==> config.mk <==
export PLATFORM = sky130hd
export DESIGN_NAME = dock_latch_flags
export DESIGN_NICKNAME = d
export VERILOG_FILES = /design/src/rtl/dock_lf_pkg.sv /design/src/rtl/dock_lf_ctrl.sv /design/src/rtl/dock_lf_datapath.sv /design/src/rtl/dock_latch_flags.sv
export SDC_FILE = /design/constraint.sdc
export NUM_CORES = 1
export LEC_CHECK = 0
export BUFFER_PORTS_ARGS = -buffer_cell sky130_fd_sc_hd__buf_2
export CAP_MARGIN = 25
export CORE_UTILIZATION = 43
export CTS_CLUSTER_SIZE = 16
export DETAILED_ROUTE_END_ITERATION = 10
export PLACE_DENSITY = 0.88
export SYNTH_ARGS = -nofsm -noshare
export SYNTH_HDL_FRONTEND = slang
export SYNTH_HIERARCHICAL = 1
export SYNTH_SLANG_ARGS = --single-unit
==> constraint.sdc <==
create_clock -name clk -period 2.1 [get_ports clk]
set_input_delay 0.42 -clock clk [delete_from_list [all_inputs] [get_ports clk]]
set_output_delay 0.42 -clock clk [all_outputs]
set_load 0.05 [all_outputs]
==> src/rtl/dock_lf_pkg.sv <==
package dock_lf_pkg;
  localparam int MASK_W = 6;

  typedef enum logic [1:0] {
    SRC_HOLD  = 2'd0,
    SRC_SHIFT = 2'd1,
    SRC_LIT   = 2'd2,
    SRC_CAPT  = 2'd3
  } dataSrc_e;

  typedef struct packed {
    dataSrc_e dataSrc;
    logic     flagWe;
    logic     cWe;
    logic     cFromUnit;
  } dockCtl_t;
endpackage

==> src/rtl/dock_lf_ctrl.sv <==
module dock_lf_ctrl
  import dock_lf_pkg::*;
#(
  parameter bit OUTPUT_SIDE = 1'b0
) (
  input  logic     opShift,
  input  logic     opLoadLit,
  input  logic     opCapture,
  input  logic     opFlags,
  input  logic     opMove,
  input  logic     moveDataIn,
  input  logic     moveTokenIn,
  output dockCtl_t ctl
);
  logic cSel;

  generate
    if (OUTPUT_SIDE) begin : g_outSide
      assign cSel = moveDataIn;
    end else begin : g_inSide
      assign cSel = 1'b0;
    end
  endgenerate

  always_comb begin
    ctl = '0;
    if (opShift)        ctl.dataSrc = SRC_SHIFT;
    else if (opLoadLit) ctl.dataSrc = SRC_LIT;
    else if (opCapture) ctl.dataSrc = SRC_CAPT;
    else                ctl.dataSrc = SRC_HOLD;
    ctl.flagWe    = opFlags;
    ctl.cWe       = opMove & (moveDataIn | moveTokenIn);
    ctl.cFromUnit = cSel;
  end
endmodule

==> src/rtl/dock_lf_datapath.sv <==
module dock_lf_datapath
  import dock_lf_pkg::*;
#(
  parameter int DATA_W  = 37,
  parameter int SHIFT_W = 19,
  parameter int LIT_W   = 13
) (
  input  logic              clk,
  input  logic              rstN,
  input  dockCtl_t          ctl,
  input  logic [SHIFT_W-1:0] immShift,
  input  logic [LIT_W-1:0]  immLit,
  input  logic              litOnes,
  input  logic [DATA_W-1:0] inWord,
  input  logic [MASK_W-1:0] maskA,
  input  logic [MASK_W-1:0] maskB,
  input  logic              inSignal,
  input  logic              unitFlag,
  output logic [DATA_W-1:0] dataWord,
  output logic              flagA,
  output logic              flagB,
  output logic              flagC
);
  localparam int KEEP_W = DATA_W - SHIFT_W;
  localparam int EXT_W  = DATA_W - LIT_W;

  logic [DATA_W-1:0] dataNext;
  logic [MASK_W-1:0] terms;
  logic              nextA, nextB, nextC;

  always_comb begin
    case (ctl.dataSrc)
      SRC_SHIFT: dataNext = {dataWord[KEEP_W-1:0], immShift};
      SRC_LIT:   dataNext = {{EXT_W{litOnes}}, immLit};
      SRC_CAPT:  dataNext = inWord;
      default:   dataNext = dataWord;
    endcase
  end

  assign terms = {flagA, ~flagA, flagB, ~flagB, flagC, ~flagC};
  assign nextA = ctl.flagWe ? |(maskA & terms) : flagA;
  assign nextB = ctl.flagWe ? |(maskB & terms) : flagB;
  assign nextC = ctl.cWe ? (ctl.cFromUnit ? unitFlag : inSignal) : flagC;

  always_ff @(posedge clk) begin
    if (!rstN) begin
      dataWord <= '0;
      flagA    <= 1'b0;
      flagB    <= 1'b0;
      flagC    <= 1'b0;
    end else begin
      dataWord <= dataNext;
      flagA    <= nextA;
      flagB    <= nextB;
      flagC    <= nextC;
    end
  end
endmodule

==> src/rtl/dock_latch_flags.sv <==
module dock_latch_flags
  import dock_lf_pkg::*;
#(
  parameter int DATA_W      = 37,
  parameter int SHIFT_W     = 19,
  parameter int LIT_W       = 13,
  parameter bit OUTPUT_SIDE = 1'b0
) (
  input  logic              clk,
  input  logic              rstN,
  input  logic              opShift,
  input  logic [SHIFT_W-1:0] immShift,
  input  logic              opLoadLit,
  input  logic [LIT_W-1:0]  immLit,
  input  logic              litOnes,
  input  logic              opCapture,
  input  logic [DATA_W-1:0] inWord,
  input  logic              opFlags,
  input  logic [5:0]        maskA,
  input  logic [5:0]        maskB,
  input  logic              opMove,
  input  logic              moveDataIn,
  input  logic              moveTokenIn,
  input  logic              inSignal,
  input  logic              unitFlag,
  output logic [DATA_W-1:0] dataWord,
  output logic              flagA,
  output logic              flagB,
  output logic              flagC
);
  dockCtl_t ctl;

  dock_lf_ctrl #(.OUTPUT_SIDE(OUTPUT_SIDE)) u_ctrl (
    .opShift(opShift), .opLoadLit(opLoadLit), .opCapture(opCapture),
    .opFlags(opFlags), .opMove(opMove), .moveDataIn(moveDataIn),
    .moveTokenIn(moveTokenIn), .ctl(ctl)
  );

  dock_lf_datapath #(.DATA_W(DATA_W), .SHIFT_W(SHIFT_W), .LIT_W(LIT_W)) u_dp (
    .clk(clk), .rstN(rstN), .ctl(ctl), .immShift(immShift), .immLit(immLit),
    .litOnes(litOnes), .inWord(inWord), .maskA(maskA), .maskB(maskB),
    .inSignal(inSignal), .unitFlag(unitFlag), .dataWord(dataWord),
    .flagA(flagA), .flagB(flagB), .flagC(flagC)
  );
endmodule

# [After elaboration in Yosys (flattened, before gate mapping)]
# Index checks and enable logic that the tools add are counted.
[word_totals] reg_bits=40 input_bits=93 out_inout_bits=40 word_cells=21
[op_classes] n_eq_ne=3 n_mux=4 bitwise=7 n_reduce_logical=3
[ops] op="37-bit case mux with 3 select lines" count=1
[ops] op="6-bit bitwise AND" count=2
[ops] op="6-bit OR reduction" count=2
[ops] op="2-bit 2-to-1 mux" count=3
[ops] op="2-bit equality test, second input constant" count=2
[ops] op="1-bit inverter" count=3
[ops] op="3-bit nonzero test" count=1
[ops] op="2-bit by 1-bit equality test with 1-bit output, second input constant" count=1
[ops] op="1-bit bitwise AND" count=1
[ops] op="1-bit OR" count=1

# [Depth between registers and ports, before layout]
[depth] depth_word=5 mapped_depth=7 mapped_depth_nobuf=4

# [Modules after synthesis]
# The synthesis kept the hierarchy.
[by_module_without_submodules] module="dock_lf_datapath" n_inst=1 cells_each=145 area_per_inst_um2=2142.1
[by_module_without_submodules] module="dock_lf_ctrl" n_inst=1 cells_each=8 area_per_inst_um2=45.0

# [Worst setup path before layout]
# No wires, ideal clock.
[synth_timing] kind="input -> register" from="input opLoadLit" to="register u_dp.dataWord[30]" arrival_ns=1.509 path_slack_ns=0.476 cell_stages=6 path_buffers=2 cell_sequence="inv_1 > a21o_1 > buf_6 > buf_6 > mux4_2 > and2_1"
[synth_rtl] item="start, declared" line_no="dock_latch_flags.sv:13" text="input logic opLoadLit,"
[synth_rtl] item="end signal, assigned" line_no="dock_lf_datapath.sv:52" text="dataWord <= dataNext;"
[synth_rtl] item="end, declared" line_no="dock_lf_datapath.sv:19" text="output logic [DATA_W-1:0] dataWord,"

==> results.json <==
{
  "outcome": "completed",
  "numCtsBuffers": 5,
  "die_area_um2": 5376,
  "dr_wl_met2_um": 2735,
  "area_delta_synth_final_pct": 34.67,
  "cp.arrival_ns": 1.69,
  "synth_fp_nets": 246,
  "rsz0062_at_grt": "false",
  "drt_pass1_iterations": 6,
  "grt_pass1_vias": 1735,
  "start_kind": "primary input",
  "wl_um": 5094,
  "slew_viol_final": 0,
  "clk_latency_ns": 0.28,
  "num-nets-final": 371,
  "die_y_um": 73.32,
  "yosysUniqueCellTypes": 20,
  "grt_util_all_layers_pct": 19.87,
  "ys_ff_latch": 40,
  "finalSetupViolCount": 0,
  "synth.yosys.seq_area_share_pct": 36.61,
  "hp-class": "in2reg",
  "area.sequential_um2": 800.8,
  "cts_resized": 0,
  "setup.worst_path.end_class": "register",
  "layout_commonest_cell": "buf_2",
  "worst_slew_margin_rel_pct": 66.02,
  "cp_slowest_stage_delay_ns": 0.58,
  "grt-ovfl-total": 0,
  "cts_setup_buffers": 0,
  "path_max_fanout": 37,
  "worst_ep_required_time_ns": 2.28,
  "cts_root_buf": "clkbuf_8",
  "final_cell_mix": "buf_2, dfxtp_1, and2_1",
  "start_util_pct": 45.40,
  "hpwl_um": 3752,
  "ys_warn_count": 6,
  "core_area_um2": 4817,
  "synth-xor-area-share_pct": 0,
  "synth_top_family_by_area": "multiplexers",
  "netlist_area_um2": 2187,
  "slowest_stage": "mux4_1",
  "viasPerCell": 5.147,
  "synth-simple-area-share_pct": 13.04,
  "cts_max_path_buffers": 2,
  "fill_cells": 407,
  "grt_start_max_net_pins": 41,
  "netlist.area_leader.share_pct": 36.61,
  "period_needed_ns": 1.519,
  "syn_avg_cell_area_um2": 14.29,
  "synth-compound-area-share_pct": 1.602,
  "routed.top_layer": "met4",
  "design_area_um2": 2945,
  "max_cap_violations": 0,
  "cts_sinks": 40,
  "core.rowCount": 25,
  "finalHoldViolCount": 0,
  "yosys-top-cells-area": "dfxtp_1, mux4_2, mux4_1",
  "wl_per_cell_um": 14.72,
  "cp_cell_sequence": "buf_2 -> inv_1 -> a21o_2 -> buf_12 -> mux4_1 -> and2_1",
  "path_class": "in2reg",
  "drive_gt1_share_pct": 61.29,
  "num_vias": 1781,
  "finalSetupTns_ns": 0,
  "multi_input_area_um2": 1266,
  "holdBufCountCts": 0,
  "ant_nets": 0,
  "antenna_cells": 0,
  "portBuffers": 132,
  "fmax_mhz": 658.2,
  "power-per-cell-area_nw_per_um2": 691.7,
  "worst_slew_pin_slew_ns": 0.5097,
  "fin_worst_skew_ns": 0.003061,
  "place.gp.congestion": 0.7485,
  "dpl_cell_area_um2": 2855,
  "cts_tree": "built",
  "period_share_pct": 72.35,
  "clk_pin_slew_ns": 0.07,
  "synth_top_area_cell": "dfxtp_1",
  "antenna_found_initial": 0,
  "p_leak_nw": 1.425,
  "synth.area.mux_share_pct": 42.68,
  "ir_worst_vdd_uv": 424.3,
  "syn_inst": 153,
  "first_iter_violations": 76,
  "die_x_um": 73.32,
  "grt_pass1_wl_um": 7935,
  "wl_met3_um": 315,
  "pin_count": 133,
  "wl_met1_um": 2013,
  "htree_levels": 2,
  "synth_fa_ha_area_share_pct": 0,
  "drc": 0
}
-- worst max-delay path: cells and delay by family --
kind | cells | cell delay [ns]
simple gates | 1 | 0.17
mux | 1 | 0.58
compound gates | 1 | 0.14
buf+inv | 3 | 0.37
-- synthesized netlist by cell type, drive strengths merged --
cell	instances
a21o	1
and2	37
buf	10
clkbuf	6
conb	1
dfxtp	40
inv	1
mux2	4
mux2i	1
mux4	37
nand2	3
nor2	2
nor3	2
nor4	4
o211a	1
o21a	1
o21ai	2
-- registers in the layout, summed over array words and instances (netlist names) --
signal         count
u_dp/dataWord     37
u_dp/flagC         1
u_dp/flagB         1
u_dp/flagA         1
-- routing by layer --
layer / up-vias / GRT usage, %
met2: 85 / 37.24
met3: 2 / 3.567
met5: - / 0
met4: 0 / 6.410
li1: 840 / -
met1: 854 / 22.80
-- layout make-up --
| class | count | area share (%) |
|---|---|---|
| timing repair buffer | 134 | 23.79 |
| tap | 67 | 2.846 |
| inverter | 1 | 0.1274 |
| sequential | 40 | 27.19 |
| multi-input combinational | 96 | 42.99 |
| clock buffer | 8 | 3.059 |
-- metrics by stage --
stage | utilization (%) | setup WS (ns) | total power [mW] | std cells | hold WS [ns]
3_3_place_gp | 59.27 | 0.3315 | 1.523 | 338 | 0.5524
3_5_place_dp | 59.27 | 0.2818 | 1.541 | 338 | 0.5634
4_1_cts | 61.14 | 0.5885 | 2.061 | 346 | 0.4397
5_1_grt | 61.14 | 0.5270 | 2.131 | 346 | 0.4822
6_report | 61.14 | 0.5807 | 2.037 | 346 | 0.4426
2_1_floorplan | - | 0.4764 | 1.366 | 153 | 0.6283
-- report_power, final --
part / total [mW] / internal, mW / switching [mW]
registers: 0.868 / 0.824 / 0.0438
logic: 0.654 / 0.286 / 0.368
clock network: 0.515 / 0.268 / 0.247
total: 2.04 / 1.38 / 0.659
-- path summary, 6_finish.rpt --
kind	slack, ns	to	start	cells past startpoint
hold reg to reg	0.57	u_dp/flagC	u_dp/flagC	1
setup reg to reg	0.88	u_dp/flagA	u_dp/flagB	3
hold / removal	0.44	u_dp/flagB	maskB[2]	3
setup / recovery	0.58	u_dp/dataWord[36]	opLoadLit	6
-- cell families (layout without fill, tap and decap cells) --
| kind of cell | after synthesis | count (layout) |
|---|---|---|
| AND/OR/NAND/NOR | 48 | 48 |
| multiplexers | 42 | 42 |
| flip-flops | 40 | 40 |
| buffers and inverters | 17 | 143 |
| AO/OA/AOI/OAI | 5 | 5 |
| other | 1 | 1 |
Note: power is estimated with default switching activity, not from simulation.
